==> config.mk <==
export PLATFORM = sky130hd
export DESIGN_NAME = samp_timing_nco
export DESIGN_NICKNAME = d
export VERILOG_FILES = /design/src/rtl/samp_nco_pkg.sv /design/src/rtl/sync_edge_det.sv /design/src/rtl/phase_accum.sv /design/src/rtl/samp_timing_nco.sv
export SDC_FILE = /design/constraint.sdc
export NUM_CORES = 1
export LEC_CHECK = 0
export BUFFER_PORTS_ARGS = -buffer_cell sky130_fd_sc_hd__buf_4
export CAP_MARGIN = 20
export CORE_ASPECT_RATIO = 0.8
export CORE_MARGIN = 3
export CORE_UTILIZATION = 60
export CTS_CLUSTER_DIAMETER = 120
export CTS_CLUSTER_SIZE = 20
export DETAILED_ROUTE_END_ITERATION = 10
export HOLD_SLACK_MARGIN = 0.1
export MAX_ROUTING_LAYER = met4
export PLACE_DENSITY_LB_ADDON = 0.25
export SLEW_MARGIN = 25
export SYNTH_ARGS = -nofsm -noshare
export SYNTH_HDL_FRONTEND = slang
export SYNTH_SLANG_ARGS = --single-unit
==> constraint.sdc <==
create_clock -name clk -period 3.97 [get_ports clk]
set_clock_uncertainty 0.15 [all_clocks]
set_input_delay 0.1985 -clock clk [delete_from_list [all_inputs] [get_ports clk]]
set_output_delay 0.1985 -clock clk [all_outputs]
set_load 0.1 [all_outputs]
==> src/rtl/samp_nco_pkg.sv <==
package samp_nco_pkg;

    localparam int unsigned PHASE_W_DEF = 30;
    localparam int unsigned SYNC_STAGES_DEF = 2;

    typedef enum logic {
        EDGE_RISE = 1'b0,
        EDGE_FALL = 1'b1
    } sync_edge_e;

    typedef struct packed {
        logic clear;
        logic start;
    } sync_req_t;

    function automatic logic msb_dropped(input logic old_msb, input logic new_msb);
        return old_msb & ~new_msb;
    endfunction

    function automatic logic edge_match(input sync_edge_e pol, input logic cur, input logic prev);
        return (pol == EDGE_RISE) ? (cur & ~prev) : (~cur & prev);
    endfunction

endpackage

==> src/rtl/sync_edge_det.sv <==
module sync_edge_det
    import samp_nco_pkg::*;
#(
    parameter int unsigned STAGES = SYNC_STAGES_DEF
) (
    input  logic       clk,
    input  logic       rst,
    input  logic       sig_in,
    input  sync_edge_e pol,
    output logic       edge_o
);

    localparam int unsigned LEN = STAGES + 1;

    logic [LEN-1:0] chain_q;

    generate
        for (genvar g = 0; g < LEN; g++) begin : g_stage
            if (g == 0) begin : g_first
                always_ff @(posedge clk) begin
                    if (rst) chain_q[g] <= 1'b0;
                    else     chain_q[g] <= sig_in;
                end
            end else begin : g_next
                always_ff @(posedge clk) begin
                    if (rst) chain_q[g] <= 1'b0;
                    else     chain_q[g] <= chain_q[g-1];
                end
            end
        end
    endgenerate

    assign edge_o = edge_match(pol, chain_q[LEN-2], chain_q[LEN-1]);

endmodule

==> src/rtl/phase_accum.sv <==
module phase_accum
    import samp_nco_pkg::*;
#(
    parameter int unsigned W = PHASE_W_DEF
) (
    input  logic         clk,
    input  logic         rst,
    input  logic         run_en,
    input  logic         clear,
    input  logic [W-1:0] incr,
    output logic [W-1:0] phase_o,
    output logic         wrap_o
);

    logic [W-1:0] phase_q;
    logic [W-1:0] sum;
    logic         wrap_q;

    assign sum = phase_q + incr;

    always_ff @(posedge clk) begin
        if (rst) begin
            phase_q <= '0;
            wrap_q  <= 1'b0;
        end else if (clear) begin
            phase_q <= '0;
            wrap_q  <= 1'b0;
        end else if (run_en) begin
            phase_q <= sum;
            wrap_q  <= msb_dropped(phase_q[W-1], sum[W-1]);
        end else begin
            wrap_q  <= 1'b0;
        end
    end

    assign phase_o = phase_q;
    assign wrap_o  = wrap_q;

endmodule

==> src/rtl/samp_timing_nco.sv <==
module samp_timing_nco
    import samp_nco_pkg::*;
#(
    parameter int unsigned ACC_W       = PHASE_W_DEF,
    parameter int unsigned SYNC_STAGES = SYNC_STAGES_DEF
) (
    input  logic             clk,
    input  logic             rst,
    input  logic             cfg_we,
    input  logic [ACC_W-1:0] cfg_freq,
    input  logic             cmd_sync,
    input  logic             sync_pol,
    input  logic             sync_in,
    output logic             samp_clk,
    output logic             samp_stb,
    output logic             sync_out
);

    localparam int unsigned MSB = ACC_W - 1;

    logic [ACC_W-1:0] freq_q;
    logic [ACC_W-1:0] acc;
    logic             halted;
    logic             ext_edge;
    logic             sync_ev;
    logic             sync_out_q;
    sync_req_t        req;

    sync_edge_det #(.STAGES(SYNC_STAGES)) i_edge (
        .clk    (clk),
        .rst    (rst),
        .sig_in (sync_in),
        .pol    (sync_edge_e'(sync_pol)),
        .edge_o (ext_edge)
    );

    assign sync_ev   = cmd_sync | ext_edge;
    assign req.clear = sync_ev;
    assign req.start = sync_ev & halted;

    always_ff @(posedge clk) begin
        if (rst) begin
            freq_q     <= '0;
            halted     <= 1'b1;
            sync_out_q <= 1'b0;
        end else begin
            if (cfg_we)    freq_q <= cfg_freq;
            if (req.start) halted <= 1'b0;
            sync_out_q <= req.clear;
        end
    end

    phase_accum #(.W(ACC_W)) i_acc (
        .clk     (clk),
        .rst     (rst),
        .run_en  (~halted),
        .clear   (req.clear),
        .incr    (freq_q),
        .phase_o (acc),
        .wrap_o  (samp_stb)
    );

    assign samp_clk = acc[MSB];
    assign sync_out = sync_out_q;

endmodule

==> results of run 1 <==
critical path, delay by kind of cell, from the launching register on:
kind	cells	cell delay [ps]
buf+inv	1	70
fa+ha+maj	2	630
flops	1	350
compound gates	5	1050
simple gates	3	570
power groups by stage:
stage	Sequential, W	Combinational (W)	Clock, W
global placement	0.000718	0.000191	0
detailed placement	0.000719	0.000196	0
CTS	0.000705	0.000223	0.000524
finish	0.000705	0.000226	0.000515
floorplan	0.000719	0.000133	0
global route	0.000707	0.000250	0.000558
state kept, by name, indices dropped and copies added, names as in the netlist:
| signal | count |
|---|---|
| i_acc.wrap_o | 1 |
| halted | 1 |
| freq_q | 30 |
| i_acc.phase_o | 30 |
| i_edge.chain_q | 3 |
| sync_out | 1 |
layer usage:
layer / wire, um / part of all wire [%] / vias to the layer above / track usage (%)
met5: 0 / 0 / - / -
met4: 94 / 0.98 / 0 / 5.97
met3: 732 / 7.6 / 10 / 6.69
met2: 4450 / 46 / 130 / 44.6
met1: 4360 / 45 / 1648 / 38.2
li1: - / - / 1723 / -
final timing paths:
check	from	endpoint	slack (ps)	depth (start not counted)
worst max register to register	freq_q[0]$_SDFFE_PP0P_	i_acc.phase_o[26]$_SDFFE_PP0N_	1100	11
worst min register to register	i_edge.chain_q[0]$_SDFF_PP0_	i_edge.chain_q[1]$_SDFF_PP0_	290	1
worst min-delay path	sync_pol	sync_out$_SDFF_PP0_	100	5
worst max-delay path	freq_q[0]$_SDFFE_PP0P_	i_acc.phase_o[26]$_SDFFE_PP0N_	1100	11
cell type report:
class	count	area, um^2
Sequential cell	66	1320
Multi-Input combinational cell	349	2420
Clock inverter	2	12.5
Inverter	8	30.0
Timing Repair Buffer	74	636
Clock buffer	12	165
Fill cell	455	1380
Tap cell	81	101
stage by stage:
stage,worst slack [ps],std cells,util (%)
2_1_floorplan,1370,450,-
3_3_place_gp,1250,546,69.1
3_5_place_dp,1150,546,69.1
4_1_cts,1130,592,77.3
5_1_grt,890,592,77.3
6_report,1100,592,77.3
cell usage in the layout, fill, tap and decap left out, types with 3 or more instances in the layout:
cell type and count:
a211oi_1 4, a21o_1 18, a21oi_1 38, a22o_1 9, a31oi_1 6, and3_1 5, buf_4 42, clkbuf_8 12
dfxtp_1 66, dlygate4sd3_1 32, ha_1 29, inv_1 7, mux2i_1 31, nand2_1 34, nand2b_1 3, nand3_1 11
nand4_1 5, nor2_1 61, nor2b_1 6, nor3_1 3, o21a_1 3, o21ai_0 10, o21ai_1 5, o21ai_2 3
o22ai_1 3, or3_1 3, xnor2_1 16, xor2_1 7
kinds of logic after synthesis:
logic type | after synthesis
simple gates | 143
fa+ha+maj | 30
mux | 31
buf+inv | 35
flops | 66
compound gates | 122
xor+xnor | 23
==> results.cfg, run 1 <==
[grt]
grt_max_degree = 37
grt_usage_pct = 28.7
grt_pass1_vias = 3378
antenna_found_initial = 0
grt_first_pass_wirelength_mm = 16.2
grt-ovfl-total = 0

[logic_synthesis]
yosysMostFrequentCell = dfxtp_1
async_flop_share_pct = 0
yosys.area_share.simple_pct = 17.3
synth_cells = 450
ys_seq_area_share_pct = 34.1
synth_top_area_cell = dfxtp_1
synth-seq-cells = 66
synth_top_cells_by_area = dfxtp_1 34%, ha_1 9.4%, mux2i_1 8.0%
syn_nets = 516
synth_compound_area_share_pct = 22.1
synth_area_um2 = 3880
synth_top_family_by_area = compound AO/OA/AOI/OAI gates
synthXorXnorAreaFrac_pct = 5.20
synth_top_area_share_pct = 34.1
synthMuxAreaShare_pct = 8.00
synth-edff-count = 0
netlist_top_cells_count = 66 x dfxtp_1, 61 x nor2_1, 38 x a21oi_1
synth_ff_type = dfxtp_1
syn_avg_cell_area_um2 = 8.62
synthAdderAreaFrac_pct = 9.87
synth_cell_type_count = 57
yosysWarnings = 0

[floorplan]
pin_count = 39
dieArea_um2 = 7470
die_w_um = 95.9
core-area_um2 = 6070
fp-row-count = 25
die_y_um = 77.9
initial_core_util_pct = 63.9

[critical_path]
start_kind = flop
cp_cell_sequence = ha_1, inv_1, fa_1, nor2b_4, o31a_1, o22ai_1, o31a_1, o21ai_2, a31oi_1, or3_1, nand3_1
crit_arrival_ps = 3010
slowest_stage = fa_1
max_stage_delay_ps = 420
crit_type = flop to flop
end_kind = flop
cp_common_cell = o31a_1
critical_path.max_fanout = 4
required_ps = 4100

[layout]
final_nets = 574
fin_area_um2 = 4690
syn_to_final_growth_pct = 20.9
antenna_cells = 0
layout-drive-gt1-share_pct = 14.7

[clock_network]
cts_setup_buffers = 0
cts_hold_buf = 32
cts_sinks = 66
postCtsResizedCells = 0
clk_path_buf_depth = 2
clock_latency_ps = 340
clk_pin_slew_ps = 70
cts_tree = built
cts_buffers = 9
ctsHtreeMaxLevel = 3
cts_root_buf = clkbuf_8

[detailed_routing]
avgRoutedWirePerCell_um = 16.3
drc_errors = 0
first_pass_iters = 5
vias_per_cell = 5.93
drt_wl_total_mm = 9.63
ant_nets = 0
drt_iter0_markers = 240
num_vias = 3511

[pwr]
comb_power_share_pct = 15.6
finalPower_w = 0.00145
power_switching_w = 0.000382
seq_power_share_pct = 48.8
p_leak_nw = 2.13
p_int_w = 0.00106
clockPowerShare_pct = 35.6
power_per_cell_area_nw_per_um2 = 308
swShare_pct = 26.4
peakVddDrop_mv = 0.295

[sta]
slew_headroom_pct = 43.6
setup-violations-final = 0
finalHoldViolations = 0
finalCritPeriodShare_pct = 72.4
rsz0062_at_grt = false
tns_ps = 0
tightest_slew_ps = 843
min_period_ps = 2870
whs_ps = 101
max_freq_mhz = 348
drv_slew = 0

[placed_design]
io_buffer_count = 38
dpl_cell_area_um2 = 4190
gp_congestion = 0.937
hpwl_mm = 6.70

[status]
status = finished clean

[run]
cap_violations = 0

[worst_hold_path]
hp-class = input pin to flop
No activity file was read; power rests on OpenSTA's default activity.
==> inputs of run 2 (changes only) <==
--- a/config.mk
+++ b/config.mk
@@ -9,7 +9,7 @@
 export CAP_MARGIN = 20
 export CORE_ASPECT_RATIO = 0.8
 export CORE_MARGIN = 3
-export CORE_UTILIZATION = 60
+export CORE_UTILIZATION = 59
 export CTS_CLUSTER_DIAMETER = 120
 export CTS_CLUSTER_SIZE = 20
 export DETAILED_ROUTE_END_ITERATION = 10
==> constraint.sdc (replaced) <==
create_clock -name clk -period 2.9 [get_ports clk]
set_clock_uncertainty 0.15 [all_clocks]
set_input_delay 0.145 -clock clk [delete_from_list [all_inputs] [get_ports clk]]
set_output_delay 0.145 -clock clk [all_outputs]
set_load 0.1 [all_outputs]
==> results.cfg, run 2 (synthesis results as in run 1) <==
[critical_path]
crit_arrival_ps = 2860
crit_type = flop to flop
start_kind = flop
critical_path.max_fanout = 4
end_kind = flop
required_ps = 3000

[detailed_routing]
drt_wl_total_mm = 11.3
first_pass_iters = 6
avgRoutedWirePerCell_um = 17.8
vias_per_cell = 5.98
drc_errors = 0
num_vias = 3776
ant_nets = 0
drt_iter0_markers = 380

[floorplan]
initial_core_util_pct = 63.2
pin_count = 39
fp-row-count = 25
core-area_um2 = 6130
die_w_um = 96.6
die_y_um = 78.5
dieArea_um2 = 7590

[sta]
min_period_ps = 2750
max_freq_mhz = 363
finalCritPeriodShare_pct = 94.9
final.setup.worst_slack_ps = 147
rsz0062_at_grt = false
drv_slew = 0
slew_headroom_pct = 62.7
finalHoldViolations = 0
tightest_slew_ps = 559
whs_ps = 158
tns_ps = 0
setup-violations-final = 0

[grt]
grt_first_pass_wirelength_mm = 18.5
grt_max_degree = 37
grt-ovfl-total = 0
antenna_found_initial = 0
grt_pass1_vias = 3682
grt_usage_pct = 31.2

[layout]
syn_to_final_growth_pct = 32.5
final_util_pct = 83.8
multi_input_area_um2 = 2430
final_nets = 611
layout-drive-gt1-share_pct = 14.9
seqCellArea_um2 = 1320
antenna_cells = 0
fillers = 366
final_cell_mix = 66 x dfxtp_1, 66 x dlygate4sd3_1, 61 x nor2_1

[clock_network]
cts_buffers = 9
cts_root_buf = clkbuf_8
clk_pin_slew_ps = 70
clk_path_buf_depth = 2
ctsHtreeMaxLevel = 3
cts_tree = built
clock_latency_ps = 360
cts_sinks = 66

[pwr]
power_per_cell_area_nw_per_um2 = 451
peakVddDrop_mv = 0.311
p_leak_nw = 2.38

[placed_design]
io_buffer_count = 38
hpwl_mm = 6.51
gp_congestion = 0.957
place_ws_ps = 82.0

[run]
cap_violations = 0

[status]
status = finished clean

[worst_hold_path]
hp-class = input pin to flop
run 2: changes by cell type in the layout (fill, tap and decap cells not counted), sizes merged:
cell,delta
bufinv,+3
buf,+3
clkinv,-1
dlygate4sd3,+34
run 2: final timing paths:
check                                        end                          from  cells past startpoint  slack, ps
hold / removal               halted$_SDFFE_PP1P_                      sync_pol                      5        160
setup reg to reg  i_acc.phase_o[28]$_SDFFE_PP0N_        freq_q[0]$_SDFFE_PP0P_                     12        150
hold reg to reg     i_edge.chain_q[1]$_SDFF_PP0_  i_edge.chain_q[0]$_SDFF_PP0_                      1        290
setup / recovery  i_acc.phase_o[28]$_SDFFE_PP0N_        freq_q[0]$_SDFFE_PP0P_                     12        150
run 2: per-layer routing:
metal	vias up	wire length (um)	GRT usage [%]	share of wire (%)
met4	0	331	13.3	2.9
met1	1762	5010	38.8	44
met3	46	845	7.19	7.5
met2	168	5080	49.2	45
met5	-	0	-	0
li1	1800	-	-	-
run 2: worst max-delay path: stages, from the launching register on:
cell,delay (ps)
dfxtp_1,320
ha_2,200
inv_1,70
fa_2,220
nor2b_4,50
o31a_1,320
o21ai_1,240
a31oi_2,180
a221oi_2,260
buf_4,180
o21ai_1,90
xor2_1,150
a22o_1,230
run 2: area by class of cell:
| type | count | share of cell area [%] |
|---|---|---|
| clock buffers | 12 | 3.02 |
| clock inverters | 4 | 1.90 |
| inverters | 8 | 0.584 |
| multi-input cells | 349 | 47.4 |
| flip-flops and latches | 66 | 25.7 |
| well taps | 81 | 1.97 |
| repair buffers | 111 | 19.4 |
run 2: where the power goes:
group	total (W)	internal (W)	switching [W]
Combinational	0.000360	0.000179	0.000182
Clock	0.000990	0.000619	0.000372
Sequential	0.000968	0.000942	0.0000264
run 2: through the flow:
step	power (W)	std cells	instance area, um^2
finish	0.00232	631	5140
global route	0.00239	631	5140
floorplan	0.00117	450	3880
CTS	0.00230	629	5110
detailed placement	0.00125	547	4200
global placement	0.00125	547	4200
run 2: timing repair:
item / CTS / global route
buffers inserted: 0 / 2
hold buffers: 66 / 0
hold endpoints to repair: 35 / 0
gates resized for setup: 0 / 3
endpoints found under the setup margin: 0 / 4
